### src/rtl/trap_entry_pkg.sv
package trap_entry_pkg;

   typedef enum logic [2:0] {
      TK_NONE   = 3'd0,
      TK_IRQ    = 3'd1,
      TK_BRK    = 3'd2,
      TK_HWEXC  = 3'd3,
      TK_TFAULT = 3'd4
   } trap_kind_e;

   // status register bit positions; saved copies sit one bit above the live bits
   localparam int ST_IE  = 1;
   localparam int ST_BIP = 3;
   localparam int ST_EIP = 9;
   localparam int ST_UM  = 11;
   localparam int ST_UMS = ST_UM + 1;
   localparam int ST_VM  = 13;
   localparam int ST_VMS = ST_VM + 1;
   localparam int ST_TOP = ST_VMS;

   // syndrome bit positions
   localparam int SY_STORE = 10;
   localparam int SY_DSLOT = 12;
   localparam int SY_CODE_W = 5;
   localparam int SY_TF_BASE = 16;

   // handler vector offsets
   localparam int VOFS_IRQ = 'h10;
   localparam int VOFS_BRK = 'h18;
   localparam int VOFS_EXC = 'h20;

   localparam logic [1:0] TF_LOAD  = 2'b00;
   localparam logic [1:0] TF_STORE = 2'b01;
   localparam logic [1:0] TF_FETCH = 2'b10;

endpackage

### src/rtl/trap_arbiter.sv
module trap_arbiter
   import trap_entry_pkg::*;
#(
   parameter bit EXC_EN = 1'b1
) (
   input  logic       irq_i,
   input  logic       brk_i,
   input  logic       hwexc_i,
   input  logic       tfault_i,
   input  logic       ie_i,
   input  logic       eip_i,
   input  logic       bip_i,
   input  logic       in_dslot_i,
   input  logic       after_imm_i,
   input  logic       tf_busy_i,
   output trap_kind_e kind_o,
   output logic       recur_o
);

   logic hx_eff;
   logic irq_ok;
   logic tf_ok;

   generate
      if (EXC_EN) begin : g_exc
         assign hx_eff = hwexc_i;
      end else begin : g_noexc
         logic unused_hx;
         assign unused_hx = hwexc_i;
         assign hx_eff    = 1'b0;
      end
   endgenerate

   assign irq_ok  = irq_i & ie_i & ~eip_i & ~bip_i & ~in_dslot_i & ~after_imm_i;
   assign tf_ok   = tfault_i & ~tf_busy_i;
   assign recur_o = tfault_i & tf_busy_i;

   always_comb begin
      if (brk_i)       kind_o = TK_BRK;
      else if (tf_ok)  kind_o = TK_TFAULT;
      else if (hx_eff) kind_o = TK_HWEXC;
      else if (irq_ok) kind_o = TK_IRQ;
      else             kind_o = TK_NONE;
   end

endmodule

### src/rtl/trap_msr_upd.sv
module trap_msr_upd
   import trap_entry_pkg::*;
#(
   parameter int XLEN = 32
) (
   input  logic [XLEN-1:0] msr_cur_i,
   input  trap_kind_e      kind_i,
   input  logic            msr_we_i,
   input  logic [XLEN-1:0] msr_wdata_i,
   output logic [XLEN-1:0] msr_nxt_o
);

   logic [XLEN-1:0] saved;

   always_comb begin
      saved         = msr_cur_i;
      saved[ST_VMS] = msr_cur_i[ST_VM];
      saved[ST_UMS] = msr_cur_i[ST_UM];
      saved[ST_VM]  = 1'b0;
      saved[ST_UM]  = 1'b0;
   end

   always_comb begin
      msr_nxt_o = msr_cur_i;
      unique case (kind_i)
         TK_IRQ: begin
            msr_nxt_o        = saved;
            msr_nxt_o[ST_IE] = 1'b0;
         end
         TK_BRK: begin
            msr_nxt_o         = saved;
            msr_nxt_o[ST_BIP] = 1'b1;
         end
         TK_HWEXC, TK_TFAULT: begin
            msr_nxt_o         = saved;
            msr_nxt_o[ST_EIP] = 1'b1;
         end
         default: begin
            if (msr_we_i) msr_nxt_o = msr_wdata_i;
         end
      endcase
   end

endmodule

### src/rtl/trap_syndrome.sv
module trap_syndrome
   import trap_entry_pkg::*;
#(
   parameter int              XLEN     = 32,
   parameter int              RF_AW    = 5,
   parameter logic [XLEN-1:0] BASE_VEC = '0,
   parameter int              LR_IRQ   = 14,
   parameter int              LR_BRK   = 16,
   parameter int              LR_EXC   = 17
) (
   input  trap_kind_e       kind_i,
   input  logic [XLEN-1:0]  pc_i,
   input  logic             in_dslot_i,
   input  logic             after_imm_i,
   input  logic             branch_imm_i,
   input  logic [XLEN-1:0]  btarget_i,
   input  logic             tf_class_i,
   input  logic [1:0]       tf_kind_i,
   input  logic [XLEN-1:0]  tf_addr_i,
   input  logic [XLEN-1:0]  esr_cur_i,
   input  logic [XLEN-1:0]  ear_cur_i,
   input  logic [XLEN-1:0]  btr_cur_i,
   output logic [XLEN-1:0]  esr_nxt_o,
   output logic [XLEN-1:0]  ear_nxt_o,
   output logic [XLEN-1:0]  btr_nxt_o,
   output logic [RF_AW-1:0] lr_addr_o,
   output logic [XLEN-1:0]  lr_data_o,
   output logic [XLEN-1:0]  vec_o
);

   localparam logic [XLEN-1:0] STEP    = XLEN'(4);
   localparam logic [XLEN-1:0] VEC_IRQ = BASE_VEC + XLEN'(VOFS_IRQ);
   localparam logic [XLEN-1:0] VEC_BRK = BASE_VEC + XLEN'(VOFS_BRK);
   localparam logic [XLEN-1:0] VEC_EXC = BASE_VEC + XLEN'(VOFS_EXC);

   logic [XLEN-1:0]      rewind;
   logic [XLEN-1:0]      tf_esr;
   logic [SY_CODE_W-1:0] tf_code;
   logic                 is_fetch;
   logic                 is_store;

   assign is_fetch = (tf_kind_i == TF_FETCH);
   assign is_store = (tf_kind_i == TF_STORE);
   assign tf_code  = SY_CODE_W'(SY_TF_BASE) + {3'b000, tf_class_i, 1'b0} + {4'b0000, is_fetch};

   always_comb begin
      tf_esr           = '0;
      tf_esr[SY_CODE_W-1:0] = tf_code;
      tf_esr[SY_STORE] = is_store;
      tf_esr[SY_DSLOT] = in_dslot_i;
   end

   // re-execute distance for a translation fault
   always_comb begin
      if (in_dslot_i)       rewind = branch_imm_i ? (STEP + STEP) : STEP;
      else if (after_imm_i) rewind = STEP;
      else                  rewind = '0;
   end

   always_comb begin
      esr_nxt_o = esr_cur_i;
      ear_nxt_o = ear_cur_i;
      btr_nxt_o = btr_cur_i;
      lr_addr_o = '0;
      lr_data_o = '0;
      vec_o     = '0;
      unique case (kind_i)
         TK_IRQ: begin
            lr_addr_o = RF_AW'(LR_IRQ);
            lr_data_o = pc_i;
            vec_o     = VEC_IRQ;
         end
         TK_BRK: begin
            lr_addr_o = RF_AW'(LR_BRK);
            lr_data_o = pc_i;
            vec_o     = VEC_BRK;
         end
         TK_HWEXC: begin
            lr_addr_o = RF_AW'(LR_EXC);
            lr_data_o = pc_i + STEP;
            vec_o     = VEC_EXC;
            esr_nxt_o[SY_DSLOT] = in_dslot_i;
            if (in_dslot_i) btr_nxt_o = btarget_i;
         end
         TK_TFAULT: begin
            lr_addr_o = RF_AW'(LR_EXC);
            lr_data_o = pc_i - rewind;
            vec_o     = VEC_EXC;
            esr_nxt_o = tf_esr;
            ear_nxt_o = tf_addr_i;
            if (in_dslot_i) btr_nxt_o = btarget_i;
         end
         default: ;
      endcase
   end

endmodule

### src/rtl/trap_entry_ctrl.sv
module trap_entry_ctrl
   import trap_entry_pkg::*;
#(
   parameter int              XLEN     = 32,
   parameter int              RF_AW    = 5,
   parameter logic [XLEN-1:0] BASE_VEC = '0,
   parameter bit              EXC_EN   = 1'b1,
   parameter int              LR_IRQ   = 14,
   parameter int              LR_BRK   = 16,
   parameter int              LR_EXC   = 17
) (
   input  logic             clk,
   input  logic             rst_n,
   input  logic [XLEN-1:0]  pc_i,
   input  logic             in_dslot_i,
   input  logic             after_imm_i,
   input  logic             branch_imm_i,
   input  logic [XLEN-1:0]  btarget_i,
   input  logic             irq_i,
   input  logic             brk_req_i,
   input  logic             hwexc_req_i,
   input  logic             tfault_req_i,
   input  logic             tf_class_i,
   input  logic [1:0]       tf_kind_i,
   input  logic [XLEN-1:0]  tf_addr_i,
   input  logic             msr_we_i,
   input  logic [XLEN-1:0]  msr_wdata_i,
   output logic             rf_we_o,
   output logic [RF_AW-1:0] rf_waddr_o,
   output logic [XLEN-1:0]  rf_wdata_o,
   output logic             pc_load_o,
   output logic [XLEN-1:0]  pc_next_o,
   output logic             flag_clr_o,
   output logic [XLEN-1:0]  msr_o,
   output logic [XLEN-1:0]  esr_o,
   output logic [XLEN-1:0]  ear_o,
   output logic [XLEN-1:0]  btr_o,
   output logic             recursive_err_o
);

   localparam int RF_DEPTH = 1 << RF_AW;

   generate
      if (XLEN <= ST_TOP || XLEN < 16) begin : g_bad_xlen
         initial $error("trap_entry_ctrl: XLEN too small for status layout");
      end
      if (LR_IRQ >= RF_DEPTH || LR_BRK >= RF_DEPTH || LR_EXC >= RF_DEPTH) begin : g_bad_lr
         initial $error("trap_entry_ctrl: link register index out of range");
      end
      if (BASE_VEC[4:0] != 5'd0) begin : g_bad_base
         initial $error("trap_entry_ctrl: vector base must be 32-byte aligned");
      end
   endgenerate

   trap_kind_e      kind;
   logic            recur;
   logic [XLEN-1:0] msr_q, esr_q, ear_q, btr_q;
   logic [XLEN-1:0] msr_nxt, esr_nxt, ear_nxt, btr_nxt;
   logic [RF_AW-1:0] lr_addr;
   logic [XLEN-1:0] lr_data, vec;
   logic            tf_busy_q, err_q;
   logic            taking;

   trap_arbiter #(.EXC_EN(EXC_EN)) u_arb (
      .irq_i       (irq_i),
      .brk_i       (brk_req_i),
      .hwexc_i     (hwexc_req_i),
      .tfault_i    (tfault_req_i),
      .ie_i        (msr_q[ST_IE]),
      .eip_i       (msr_q[ST_EIP]),
      .bip_i       (msr_q[ST_BIP]),
      .in_dslot_i  (in_dslot_i),
      .after_imm_i (after_imm_i),
      .tf_busy_i   (tf_busy_q),
      .kind_o      (kind),
      .recur_o     (recur)
   );

   trap_msr_upd #(.XLEN(XLEN)) u_msr (
      .msr_cur_i   (msr_q),
      .kind_i      (kind),
      .msr_we_i    (msr_we_i),
      .msr_wdata_i (msr_wdata_i),
      .msr_nxt_o   (msr_nxt)
   );

   trap_syndrome #(
      .XLEN(XLEN), .RF_AW(RF_AW), .BASE_VEC(BASE_VEC),
      .LR_IRQ(LR_IRQ), .LR_BRK(LR_BRK), .LR_EXC(LR_EXC)
   ) u_syn (
      .kind_i       (kind),
      .pc_i         (pc_i),
      .in_dslot_i   (in_dslot_i),
      .after_imm_i  (after_imm_i),
      .branch_imm_i (branch_imm_i),
      .btarget_i    (btarget_i),
      .tf_class_i   (tf_class_i),
      .tf_kind_i    (tf_kind_i),
      .tf_addr_i    (tf_addr_i),
      .esr_cur_i    (esr_q),
      .ear_cur_i    (ear_q),
      .btr_cur_i    (btr_q),
      .esr_nxt_o    (esr_nxt),
      .ear_nxt_o    (ear_nxt),
      .btr_nxt_o    (btr_nxt),
      .lr_addr_o    (lr_addr),
      .lr_data_o    (lr_data),
      .vec_o        (vec)
   );

   assign taking = (kind != TK_NONE);

   always_ff @(posedge clk) begin
      if (!rst_n) begin
         msr_q      <= '0;
         esr_q      <= '0;
         ear_q      <= '0;
         btr_q      <= '0;
         tf_busy_q  <= 1'b0;
         err_q      <= 1'b0;
         rf_we_o    <= 1'b0;
         rf_waddr_o <= '0;
         rf_wdata_o <= '0;
         pc_load_o  <= 1'b0;
         pc_next_o  <= '0;
         flag_clr_o <= 1'b0;
      end else begin
         msr_q      <= msr_nxt;
         esr_q      <= esr_nxt;
         ear_q      <= ear_nxt;
         btr_q      <= btr_nxt;
         err_q      <= err_q | recur;
         rf_we_o    <= taking;
         rf_waddr_o <= lr_addr;
         rf_wdata_o <= lr_data;
         pc_load_o  <= taking;
         pc_next_o  <= vec;
         flag_clr_o <= taking;
         if (kind == TK_TFAULT)
            tf_busy_q <= 1'b1;
         else if (!taking && msr_we_i && !msr_wdata_i[ST_EIP])
            tf_busy_q <= 1'b0;
      end
   end

   assign msr_o           = msr_q;
   assign esr_o           = esr_q;
   assign ear_o           = ear_q;
   assign btr_o           = btr_q;
   assign recursive_err_o = err_q;

endmodule

### config.mk
export PLATFORM = sky130hd
export DESIGN_NAME = trap_entry_ctrl
export DESIGN_NICKNAME = d
export VERILOG_FILES = /design/src/rtl/trap_entry_pkg.sv /design/src/rtl/trap_arbiter.sv /design/src/rtl/trap_msr_upd.sv /design/src/rtl/trap_syndrome.sv /design/src/rtl/trap_entry_ctrl.sv
export SDC_FILE = /design/constraint.sdc
export NUM_CORES = 1
export LEC_CHECK = 0
export CAP_MARGIN = 30
export CORE_AREA = 2 2 132 134
export DETAILED_ROUTE_END_ITERATION = 8
export DIE_AREA = 0 0 134 136
export DONT_BUFFER_PORTS = 1
export SLEW_MARGIN = 20
export SYNTH_ARGS = -nofsm -noshare
export SYNTH_HDL_FRONTEND = slang
export SYNTH_SLANG_ARGS = --single-unit
### constraint.sdc
create_clock -name clk -period 6.1 [get_ports clk]
set_input_delay 0.305 -clock clk [delete_from_list [all_inputs] [get_ports clk]]
set_output_delay 0.305 -clock clk [all_outputs]
set_load 0.02 [all_outputs]
; ---- Word-level counts from Yosys, hierarchy flattened
; Index checks and enable logic that the tools add are counted.
[word_totals]
word_cells = 72
inputBits = 141
out_inout_bits = 201
ff_bits = 175
[op_classes]
n_addsub = 4
reduce_logical = 17
bitwise = 16
muxes = 14
eq_ne = 6
[op_table]
columns = op, n
row1 = 32-bit case mux with 3 select lines, 2
row2 = 32-bit 2-to-1 mux, 2
row3 = 32-bit by 3-bit adder with 32-bit output (second input constant), 1
row4 = 32-bit subtractor, 1
row5 = 6-bit case mux with 3 select lines, 1
row6 = 5-bit case mux with 3 select lines, 1
row7 = 3-bit 2-to-1 mux, 4
row8 = 3-bit AND reduction, 3
row9 = 1-bit inverter, 8
row10 = 2-bit nonzero test, 4
row11 = 1-bit bitwise AND, 7
row12 = 3-bit by 2-bit == test with 1-bit output (second input constant), 2
row13 = 5-bit by 1-bit adder with 5-bit output, 1
row14 = 5-bit by 2-bit adder with 5-bit output (first input constant), 1
row15 = 4-bit 2-to-1 mux, 1
row16 = 4-bit AND reduction, 1
row17 = 4-bit nonzero test, 1
row18 = 2-bit OR reduction, 2
row19 = 3-bit by 1-bit == test with 1-bit output (second input constant), 1
row20 = 3-bit == test (second input constant), 1
row21 = 1-bit 2-to-1 mux, 3
row22 = 3-bit nonzero test, 1
row23 = 2-bit by 1-bit == test with 1-bit output (second input constant), 1
row24 = 2-bit == test (second input constant), 1
row25 = 4 further kinds, 6

; ---- Logic depth before layout (Yosys ltp)
; Gate-level depths: netlist of run 1.
[depth]
word_depth = 15
depth_mapped = 17
ltp_nobuf = 15

; ---- Cells and area by module
; A second synthesis of run 1 with hierarchy kept.
[unflattened]
hier_cells = 1001
hier_area_um2 = 9331.4
[modules_own_cells]
columns = module, cells_per_inst, instances, area_per_inst_um2, seq_area_each_um2
row1 = trap_entry_ctrl, 427, 1, 5489.0, 4003.8
row2 = trap_syndrome, 503, 1, 3116.7, 0.0
row3 = trap_msr_upd, 63, 1, 666.9, 0.0
row4 = trap_arbiter, 8, 1, 58.8, 0.0

; ---- Worst setup path before layout of run 1
; Ideal clock, no wire load.
[synth_path]
path_kind = flip-flop to flip-flop
from = register tf_busy_q
to = register rf_wdata_o[30]
setup_ns = 0.137
t_required_ns = 5.963
synth_period_minus_slack_ns = 4.256
n_path_buf = 2
stages_incl_launch_ff = 14
arrival_ns = 4.119
path_slack_ns = 1.844
path_cell_list = dfxtp_1 -> nand2b_1 -> or2_2 -> clkbuf_1 -> inv_1 -> clkbuf_1 -> ha_1 -> and2_4 -> a2111o_1 -> or4b_1 -> and3_1 -> or3_4 -> o311ai_0 -> o211ai_1
[synth_via]
elab_chain_cells = 7
word_cells_on_any_way = 10
cone_classes = eq/ne: 4 / mux: 3 / bitwise: 2 / reduce/logical: 1
[synth_rtl]
columns = element, line
row1 = start: declaration, trap_entry_ctrl.sv:61  ; logic tf_busy_q, err_q;
row2 = start signal: assignment, trap_entry_ctrl.sv:119  ; tf_busy_q <= 1'b0;
row3 = start signal: assignment, trap_entry_ctrl.sv:140  ; tf_busy_q <= 1'b1;
row4 = start signal: assignment, trap_entry_ctrl.sv:142  ; tf_busy_q <= 1'b0;
row5 = 1-bit inverter *, trap_arbiter.sv:35  ; assign tf_ok = tfault_i & ~tf_busy_i;
row6 = 1-bit bitwise AND *, trap_arbiter.sv:35
row7 = 3-bit 2-to-1 mux *, trap_arbiter.sv:40  ; else if (tf_ok) kind_o = TK_TFAULT;
row8 = 3-bit 2-to-1 mux *, trap_arbiter.sv:39  ; if (brk_i) kind_o = TK_BRK;
row9 = 3-bit by 1-bit == test with 1-bit output or 3-bit by 2-bit == test with 1-bit output (tied branches), trap_syndrome.sv:67  ; unique case (kind_i)
row10 = 2-bit OR reduction (no source line), -
row11 = 32-bit case mux with 3 select lines *, trap_syndrome.sv:67
row12 = end signal: assignment, trap_entry_ctrl.sv:135  ; rf_wdata_o <= lr_data;
row13 = end: declaration, trap_entry_ctrl.sv:30  ; output logic [XLEN-1:0] rf_wdata_o,
; Every way passes the cells marked *; elsewhere a longest branch is shown, timed or not.
; A chain may end at the register's enable or synchronous reset.

; ---- Worst setup path after layout of run 1
; Ends and elaborated chain as after synthesis.

==> metrics.csv, run 1 <==
stage,metric,value,unit
run_status,outcome,"finished, final reports clean",
critical_path,cell mode on critical path,nand2b_1,
power,Int Pwr,0.00164,W
clock_tree,Num CTS Buffers,17,
yosys,"EDFF count, synth",0,
power,switching pwr,0.000747,W
sta,relative max-transition margin,0.445,
critical_path,crit start category,flop,
routing,DR vias,5630,
power,Power Total,0.00239,W
final_layout,share of layout cells above drive strength 1,0.0588,
floorplanning,FP Rows,48,
floorplanning,Die H,136,microns
floorplanning,die area,18200,sq um
power,PD cells,307,nW/um^2
yosys,top_reg_cell synth,dfxtp_1,
yosys,post-synthesis sequential area ratio,0.401,
critical_path,Worst path slowest cell,or2_2,
clock_tree,Root Buffer,clkbuf_16,
grt,vias in the first global route,5129,
grt,grt total ovfl,0,
yosys,Post-synth ARST share,0,
grt,largest net degree at the start of global routing,107,
clock_tree,Worst-path clk slew,0.08,ns
yosys,number of synthesized register bits,141,
clock_tree,CTS tree,done,
routing,initial DRC count,284,
critical_path,buffers plus inverters on the worst setup path,1,
yosys,synth unique cells,60,
sta,worst slew pin tran,0.830,ns
critical_path,CP arrival,4.78,ns
critical_path,crit-path max FO,42,
routing,# DRC,0,
place,routability cong.,0.856,
power,Clock power frac,0.433,
routing,routed length per instance,17.7,microns
final_layout,synth-to-layout area growth,10.4,%
place,Post-Place Setup Slack,1.63,ns
place,# port buffers,0,
clock_tree,H-tree depth,4,
sta,setup TNS,0,ns
grt,gr usage total,0.202,
routing,Routed Antenna Nets,0,
clock_tree,clock sink count,141,
clock_tree,Clock Path Buffers,2,
critical_path,"Critical Path, Cell by Cell",nand2b_1 -> or2_2 -> inv_2 -> nand2_1 -> ha_1 -> fa_1 -> nand2b_1 -> a21boi_1 -> o21ai_0 -> a21oi_1 -> or4b_1 -> and3_1 -> or3_4 -> o311ai_0 -> o211ai_1,
floorplanning,core region area,16900,sq um
floorplanning,num ports,342,
routing,detailed-router iteration count before antenna repair,4,
critical_path,worst setup path class,flop to flop,
final_layout,Final Cell Area,7770,sq um
final_layout,Nets,1026,
power,Max VDD drop,0.191,mV
floorplanning,initial core utilization,0.417,
power,Logic pwr share,0.124,
routing,post-DR vias/cell,5.15,
sta,final period utilization,0.737,
yosys,synthesized area,7040,sq um
sta,Fmax achieved,222,MHz
critical_path,Crit path largest cell delay,0.65,ns
grt,first-pass GRT wire length,28500,microns
flow_run,Max-cap violations,0,
sta,"Setup violations, final",0,
yosys,Synth Instances,856,
sta,count of pins over their slew limit,0,
sta,crit path time final,4.50,ns
yosys,"Warnings, synthesis",0,
sta,Setup Skew,0.0131,ns
clock_tree,postcts setup bufs,0,
min_path,Worst Hold Class,primary input to flop,
power,Sw Ratio,0.312,
critical_path,family with the most delay on the worst path,simple AND/OR/NAND/NOR gates,
routing,Routed WL,19300,microns
clock_tree,Worst-Skew Late Latency,0.44,ns
critical_path,worst endpoint required time,6.39,ns
place,hpwl dp,13800,microns
critical_path,Setup crit end kind,flop,
critical_path,R2R setup slack,1.60,ns
sta,RSZ-0062 raised after global routing,no,
yosys,syn avg cell area,8.22,sq um
final_layout,Ant. Diodes,0,
sta,post-route setup slack,1.60,ns
place,Placed Instance Area,6950,sq um
power,sequential share of power,0.443,
floorplanning,die width,134,microns
power,Leakage,3.13,nW
sta,WHS,0.00953,ns
grt,initial antenna violation count,2,
sta,Final Hold Viols,0,
## final cells by class
cell class | count | area [sq um]
Clock inverter | 14 | 144
Inverter | 17 | 63.8
Fill cell | 1656 | 9110
Tap cell | 225 | 282
Timing Repair Buffer | 30 | 297
Multi-Input combinational cell | 648 | 3720
Sequential cell | 141 | 2820
Clock buffer | 18 | 439
## power by group through the flow
stage | Combinational, W | Clock [W] | Sequential (W)
6_report | 0.000297 | 0.00103 | 0.00106
5_1_grt | 0.000333 | 0.00110 | 0.00106
2_1_floorplan | 0.000275 | 0 | 0.00106
4_1_cts | 0.000297 | 0.00106 | 0.00106
3_5_place_dp | 0.000282 | 0 | 0.00108
3_3_place_gp | 0.000278 | 0 | 0.00108
## path summary, 6_finish.rpt
path              cells past startpoint                    from                   endpoint
hold reg to reg                       2  tf_busy_q$_SDFFE_PN0P_     tf_busy_q$_SDFFE_PN0P_
setup reg to reg                     15  tf_busy_q$_SDFFE_PN0P_  rf_wdata_o[30]$_SDFF_PN0_
setup / recovery                     15  tf_busy_q$_SDFFE_PN0P_  rf_wdata_o[30]$_SDFF_PN0_
hold / removal                        2           tf_addr_i[23]     ear_o[23]$_SDFFE_PN0P_
## cells by family (layout without fill, tap and decap cells)
family / count (synthesis) / after routing / share of synthesized area
compound gates: 225 / 225 / 0.221
simple gates: 319 / 319 / 0.201
mux: 1 / 1 / 0.00142
other cells: 1 / 56 / 0.000533
xor+xnor: 17 / 17 / 0.0212
fa+ha+maj: 30 / 30 / 0.0544
buf+inv: 122 / 79 / 0.0994
flops: 141 / 141 / 0.401
## metrics by stage
stage | util | instances
floorplan | - | 911
global placement | 0.410 | 1035
detailed placement | 0.412 | 1037
CTS | 0.460 | 1093
global route | 0.460 | 1093
finish | 0.460 | 1093
## synth_stat cells (7+ instances only)
cell type / number / area (sq um)
nand2_1: 217 / 815
dfxtp_1: 141 / 2820
a21boi_0: 97 / 728
buf_4: 64 / 480
clkbuf_1: 39 / 146
a21oi_1: 35 / 175
ha_1: 29 / 363
o21ai_0: 28 / 140
nor2_1: 27 / 101
inv_1: 17 / 63.8
o21a_1: 13 / 97.6
nor3_1: 12 / 60.1
a21o_1: 11 / 82.6
nor2b_1: 9 / 56.3
xnor2_1: 9 / 78.8
and3_1: 8 / 50.1
xor2_1: 8 / 70.1
a22oi_1: 7 / 52.6
and2_1: 7 / 43.8
## placed cells by master, fill, tap and decap left out, types with 12 or more instances in the layout
master           n
a21boi_0        97
dfxtp_1        141
nand2_1        217
dlygate4sd3_1   24
o21a_1          13
nor2_1          26
o21ai_0         28
clkbuf_16       17
nor3_1          12
a21oi_1         35
inv_1           16
conb_1          56
ha_1            29
## what timing repair did
action	in CTS	in global routing
hold buffers	24	0
hold endpoints to repair	27	0
resized for setup	0	0
## registers in the layout (all words and copies together), names as in the netlist
register and count:
recursive_err_o 1, tf_busy_q 1, rf_wdata_o 32, pc_next_o 2
ear_o 32, msr_o 32, btr_o 32, rf_waddr_o 3
flag_clr_o 1, esr_o 5
## per-layer routing
layer	up-vias	GRT usage	wire, microns
li1	2801	-	-
met1	2598	0.242	8020
met2	211	0.328	9300
met3	18	0.0824	1740
met4	2	0.0691	242
met5	-	0	16
(Power assumes the default switching activity.)
==> run 2, diff against run 1 <==
clock period = 3.65 ns   (was 6.1 ns; I/O delays follow)
==> run 2 against run 1 <==
  * Count of clock-buffer cells in the layout grew 2
  * Worst hold slack gained 0.029 ns
  * First-iteration DRC count grew 8.8%
  * Cell count grew 11%
  * Global-route usage grew 1.6 points
  * Via count grew 9.2%
  * Combinational power grew 110%
  * Routed wire length grew 8.3%
  * Sequential share of layout area shrank 4.9 points
  * Largest cell class unchanged
  * Highest routed layer is now met4
==> metrics.csv, run 2 (synthesis results as in run 1) <==
stage,metric,value,unit
run_status,outcome,"finished, final reports clean",
floorplanning,die area,18200,sq um
final_layout,Final Core Density,0.532,
final_layout,FILL cells,1552,
clock_tree,clock sink count,141,
grt,vias in the first global route,5757,
grt,gr busiest metal,met2,
place,# port buffers,0,
floorplanning,core region area,16900,sq um
place,routability cong.,0.880,
power,Clock power frac,0.432,
sta,RSZ-0062 raised after global routing,no,
clock_tree,Num CTS Buffers,17,
grt,first-pass GRT wire length,31100,microns
flow_run,Max-cap violations,0,
sta,Final Hold Viols,0,
sta,Setup Skew,0.00495,ns
clock_tree,postcts setup bufs,0,
floorplanning,Die H,136,microns
clock_tree,CTS tree,done,
clock_tree,Worst-path clk slew,0.06,ns
critical_path,Crit path largest cell delay,0.54,ns
sta,count of pins over their slew limit,0,
sta,setup TNS,0,ns
grt,gr usage total,0.218,
clock_tree,Clock Path Buffers,2,
grt,initial antenna violation count,0,
critical_path,worst setup path class,flop to flop,
final_layout,most frequent cells in the layout,"nand2_1 (217), dfxtp_1 (141), dlygate4sd3_1 (133), a21boi_0 (97), conb_1 (56)",
place,hpwl dp,14000,microns
grt,met3 usage,0.0686,
sta,crit path time final,3.39,ns
power,Logic pwr share,0.148,
sta,final period utilization,0.928,
power,Int Pwr,0.00298,W
final_layout,Nets,1144,
min_path,Worst Hold Class,primary input to flop,
clock_tree,H-tree depth,4,
sta,worst slew pin tran,0.809,ns
grt,largest net degree at the start of global routing,109,
routing,Routed WL,20900,microns
floorplanning,die width,134,microns
power,sequential share of power,0.421,
final_layout,share of layout cells above drive strength 1,0.0609,
floorplanning,FP Rows,48,
routing,DR vias,6148,
critical_path,CP arrival,3.68,ns
critical_path,Worst path slowest cell,or4b_1,
grt,grt total ovfl,0,
routing,# DRC,0,
routing,detailed-router iteration count before antenna repair,4,
sta,"Setup violations, final",0,
critical_path,Setup crit end kind,flop,
floorplanning,initial core utilization,0.417,
final_layout,"most common cell after layout, fill and taps aside",nand2_1,
critical_path,worst endpoint required time,3.94,ns
sta,relative max-transition margin,0.460,
grt,GR Util met2,0.367,
sta,Fmax achieved,295,MHz
clock_tree,Worst-Skew Late Latency,0.41,ns
routing,routed length per instance,17.3,microns
critical_path,crit start category,flop,
routing,initial DRC count,309,
power,Leakage,3.64,nW
final_layout,synth-to-layout area growth,27.5,%
critical_path,"Critical Path, Cell by Cell",nand2b_1 -> or2_2 -> inv_6 -> ha_1 -> a21oi_1 -> nor2b_1 -> o21ai_0 -> nand2_1 -> or4b_1 -> and3_1 -> or3_4 -> o311ai_1 -> o211ai_1,
grt,met1 Track Usage GR,0.269,
power,Sw Ratio,0.292,
power,switching pwr,0.00123,W
clock_tree,Root Buffer,clkbuf_16,
power,Power Total,0.00421,W
power,Max VDD drop,0.318,mV
critical_path,crit-path max FO,17,
routing,post-DR vias/cell,5.08,
final_layout,Ant. Diodes,0,
power,PD cells,469,nW/um^2
routing,Routed Antenna Nets,0,
floorplanning,num ports,342,
==> run 2: power groups by stage <==
stage	sequential [W]	combinational [W]	clock [W]
floorplan	0.00178	0.000460	0
global placement	0.00181	0.000474	0
detailed placement	0.00181	0.000476	0
CTS	0.00177	0.000616	0.00184
global route	0.00178	0.000690	0.00192
finish	0.00177	0.000622	0.00182
==> run 2: timing repair <==
item                                   4_1_cts  5_1_grt
hold buffers                               133        1
gates resized for setup                      0        5
setup endpoints to repair                    0        6
endpoints found under the hold margin      138        1
==> run 2: worst max-delay path, delay by kind of cell, from the launching register on <==
kind | cells | cell delay, ns
AOI/OAI and AO/OA | 4 | 0.69
adders and majority gates | 1 | 0.32
buffers and inverters | 1 | 0.15
DFF | 1 | 0.32
and+or+nand+nor | 7 | 1.76
==> run 2: through the flow <==
step | cell area [sq um] | hold slack (ns) | setup WS [ns] | std cells
floorplan | 7250 | 0.291 | 0.0168 | 911
global placement | 7000 | 0.296 | 0.134 | 1045
detailed placement | 7000 | 0.300 | 0.0464 | 1045
CTS | 8960 | 0.00457 | 0.0503 | 1210
global route | 8970 | 0.0685 | 0.0507 | 1211
finish | 8970 | 0.0384 | 0.262 | 1211
==> run 2: cell type report <==
cell class	instances	area [sq um]	area share
Tap cell	225	282	0.0314
Inverter	17	68.8	0.00767
Clock inverter	12	148	0.0165
Clock buffer	20	467	0.0520
Multi-Input combinational cell	648	3720	0.415
Sequential cell	141	2820	0.315
Timing Repair Buffer	148	1460	0.163
==> run 2: path summary, 6_finish.rpt <==
kind	start	end	slack, ns	cells after the start
max	tf_busy_q$_SDFFE_PN0P_	rf_wdata_o[30]$_SDFF_PN0_	0.26	13
min	msr_we_i	msr_o[3]$_SDFFE_PN0P_	0.04	3
max reg2reg	tf_busy_q$_SDFFE_PN0P_	rf_wdata_o[30]$_SDFF_PN0_	0.26	13
min reg2reg	tf_busy_q$_SDFFE_PN0P_	tf_busy_q$_SDFFE_PN0P_	0.49	2
==> run 2: metal layers <==
layer	part of all wire	routed length [microns]
met5	0	0
met4	0.012	241
met3	0.083	1740
met2	0.49	10200
met1	0.42	8690
==> run 3, diff against run 2 <==
--- a/constraint.sdc
+++ b/constraint.sdc
@@ -3,2 +3,2 @@
 set_output_delay 0.1825 -clock clk [all_outputs]
-set_load 0.02 [all_outputs]
+set_load 0.01 [all_outputs]
==> run 3 against run 2 <==
  * Via count is 0.47% lower
  * Highest routed layer unchanged
  * Cell count is 0.25% lower
  * Critical path type unchanged
  * Combinational power is 4.5% lower
  * Largest cell class unchanged
  * Maximum frequency is 0.55% higher
==> metrics.csv, run 3 (synthesis results as in run 1) <==
stage,metric,value,unit
clock_tree,CTS tree,done,
floorplanning,core region area,16900,sq um
floorplanning,die width,134,microns
grt,grt total ovfl,0,
final_layout,Ant. Diodes,0,
routing,# DRC,0,
final_layout,most frequent cells in the layout,"nand2_1 (217), dfxtp_1 (141), dlygate4sd3_1 (131), a21boi_0 (97), conb_1 (56)",
critical_path,worst setup path class,flop to flop,
floorplanning,Die H,136,microns
grt,largest net degree at the start of global routing,110,
floorplanning,FP Rows,48,
final_layout,synth-to-layout area growth,27.0,%
sta,count of pins over their slew limit,0,
grt,initial antenna violation count,0,
clock_tree,Num CTS Buffers,17,
place,Placed Instance Area,6990,sq um
routing,Routed WL,20900,microns
clock_tree,Root Buffer,clkbuf_16,
routing,routed length per instance,17.3,microns
clock_tree,H-tree depth,4,
critical_path,crit start category,flop,
routing,DR vias,6119,
sta,setup TNS,0,ns
final_layout,Nets,1141,
flow_run,Max-cap violations,0,
critical_path,worst endpoint required time,3.95,ns
routing,detailed-router iteration count before antenna repair,4,
place,# port buffers,0,
grt,first-pass GRT wire length,31200,microns
sta,crit path time final,3.37,ns
routing,initial DRC count,370,
routing,post-DR vias/cell,5.07,
power,Max VDD drop,0.341,mV
place,routability cong.,0.880,
sta,RSZ-0062 raised after global routing,no,
critical_path,CP arrival,3.67,ns
grt,gr usage total,0.221,
clock_tree,Worst-path clk slew,0.06,ns
sta,Fmax achieved,297,MHz
floorplanning,initial core utilization,0.417,
floorplanning,die area,18200,sq um
power,PD cells,457,nW/um^2
sta,Setup Skew,0.00928,ns
min_path,Worst Hold Class,primary input to flop,
sta,"Setup violations, final",0,
final_layout,Final Cell Area,8930,sq um
sta,final period utilization,0.923,
place,hpwl dp,14100,microns
routing,Routed Antenna Nets,0,
power,Leakage,3.62,nW
grt,vias in the first global route,5838,
floorplanning,num ports,342,
final_layout,share of layout cells above drive strength 1,0.0600,
clock_tree,Clock Path Buffers,2,
critical_path,R2R setup slack,0.28,ns
sta,worst slew pin tran,0.827,ns
sta,relative max-transition margin,0.447,
sta,Final Hold Viols,0,
sta,WHS,0.0253,ns
clock_tree,clock sink count,141,
critical_path,Setup crit end kind,flop,
run_status,outcome,"finished, final reports clean",
final_layout,"most common cell after layout, fill and taps aside",nand2_1,
clock_tree,Worst-Skew Late Latency,0.43,ns
critical_path,crit-path max FO,17,
clock_tree,postcts setup bufs,0,
run 3: path summary, 6_finish.rpt:
path	cells after the start	from	to
max	11	tf_busy_q$_SDFFE_PN0P_	rf_wdata_o[30]$_SDFF_PN0_
min	2	pc_i[4]	rf_wdata_o[4]$_SDFF_PN0_
max reg2reg	11	tf_busy_q$_SDFFE_PN0P_	rf_wdata_o[30]$_SDFF_PN0_
min reg2reg	2	tf_busy_q$_SDFFE_PN0P_	tf_busy_q$_SDFFE_PN0P_
run 3: metrics by stage:
step	utilization	std cells	power, W	setup WS (ns)
after floorplan	-	911	0.00215	0.0168
after global placement	0.414	1044	0.00219	0.141
after detailed placement	0.414	1044	0.00220	0.0209
after CTS	0.529	1208	0.00410	0.0236
after global routing	0.529	1208	0.00426	0.0220
final	0.529	1208	0.00408	0.280
run 3: power by group:
part / leakage [nW] / internal, W / switching [W]
sequential: 1.15 / 0.00162 / 0.0000911
combinational: 2.18 / 0.000280 / 0.000314
clock: 0.289 / 0.000978 / 0.000800
total: 3.62 / 0.00288 / 0.00121
run 3: final cells by class:
class	instances	area, sq um
clock buffer	17	425
multi-input combinational	648	3720
tap	225	282
clock inverter	15	173
inverter	17	71.3
fill	1564	7940
sequential	141	2820
timing repair buffer	145	1440
run 3: what timing repair did:
action	4_1_cts	5_1_grt
hold endpoints to repair	138	0
hold buffers	132	0
endpoints found under the setup margin	0	7
gates resized for setup	0	6
run 3: worst max-delay path, cell delays in order (launching register included):
cell and delay, ns:
dfxtp_1 0.32, nand2b_1 0.14, or2_2 0.33, inv_8 0.13, ha_1 0.28, and2_4 0.18, a2111o_1 0.39, or4b_1 0.49
and3_1 0.19, or3_4 0.39, o311ai_1 0.26, o211ai_1 0.13
run 3: layer usage:
| metal | vias to the layer above | part of all wire | track usage |
|---|---|---|---|
| li1 | 3013 | - | - |
| met1 | 2832 | 0.42 | 0.269 |
| met2 | 255 | 0.49 | 0.368 |
| met3 | 19 | 0.086 | 0.0783 |
| met4 | 0 | 0.014 | 0.0638 |
| met5 | - | 0 | 0 |
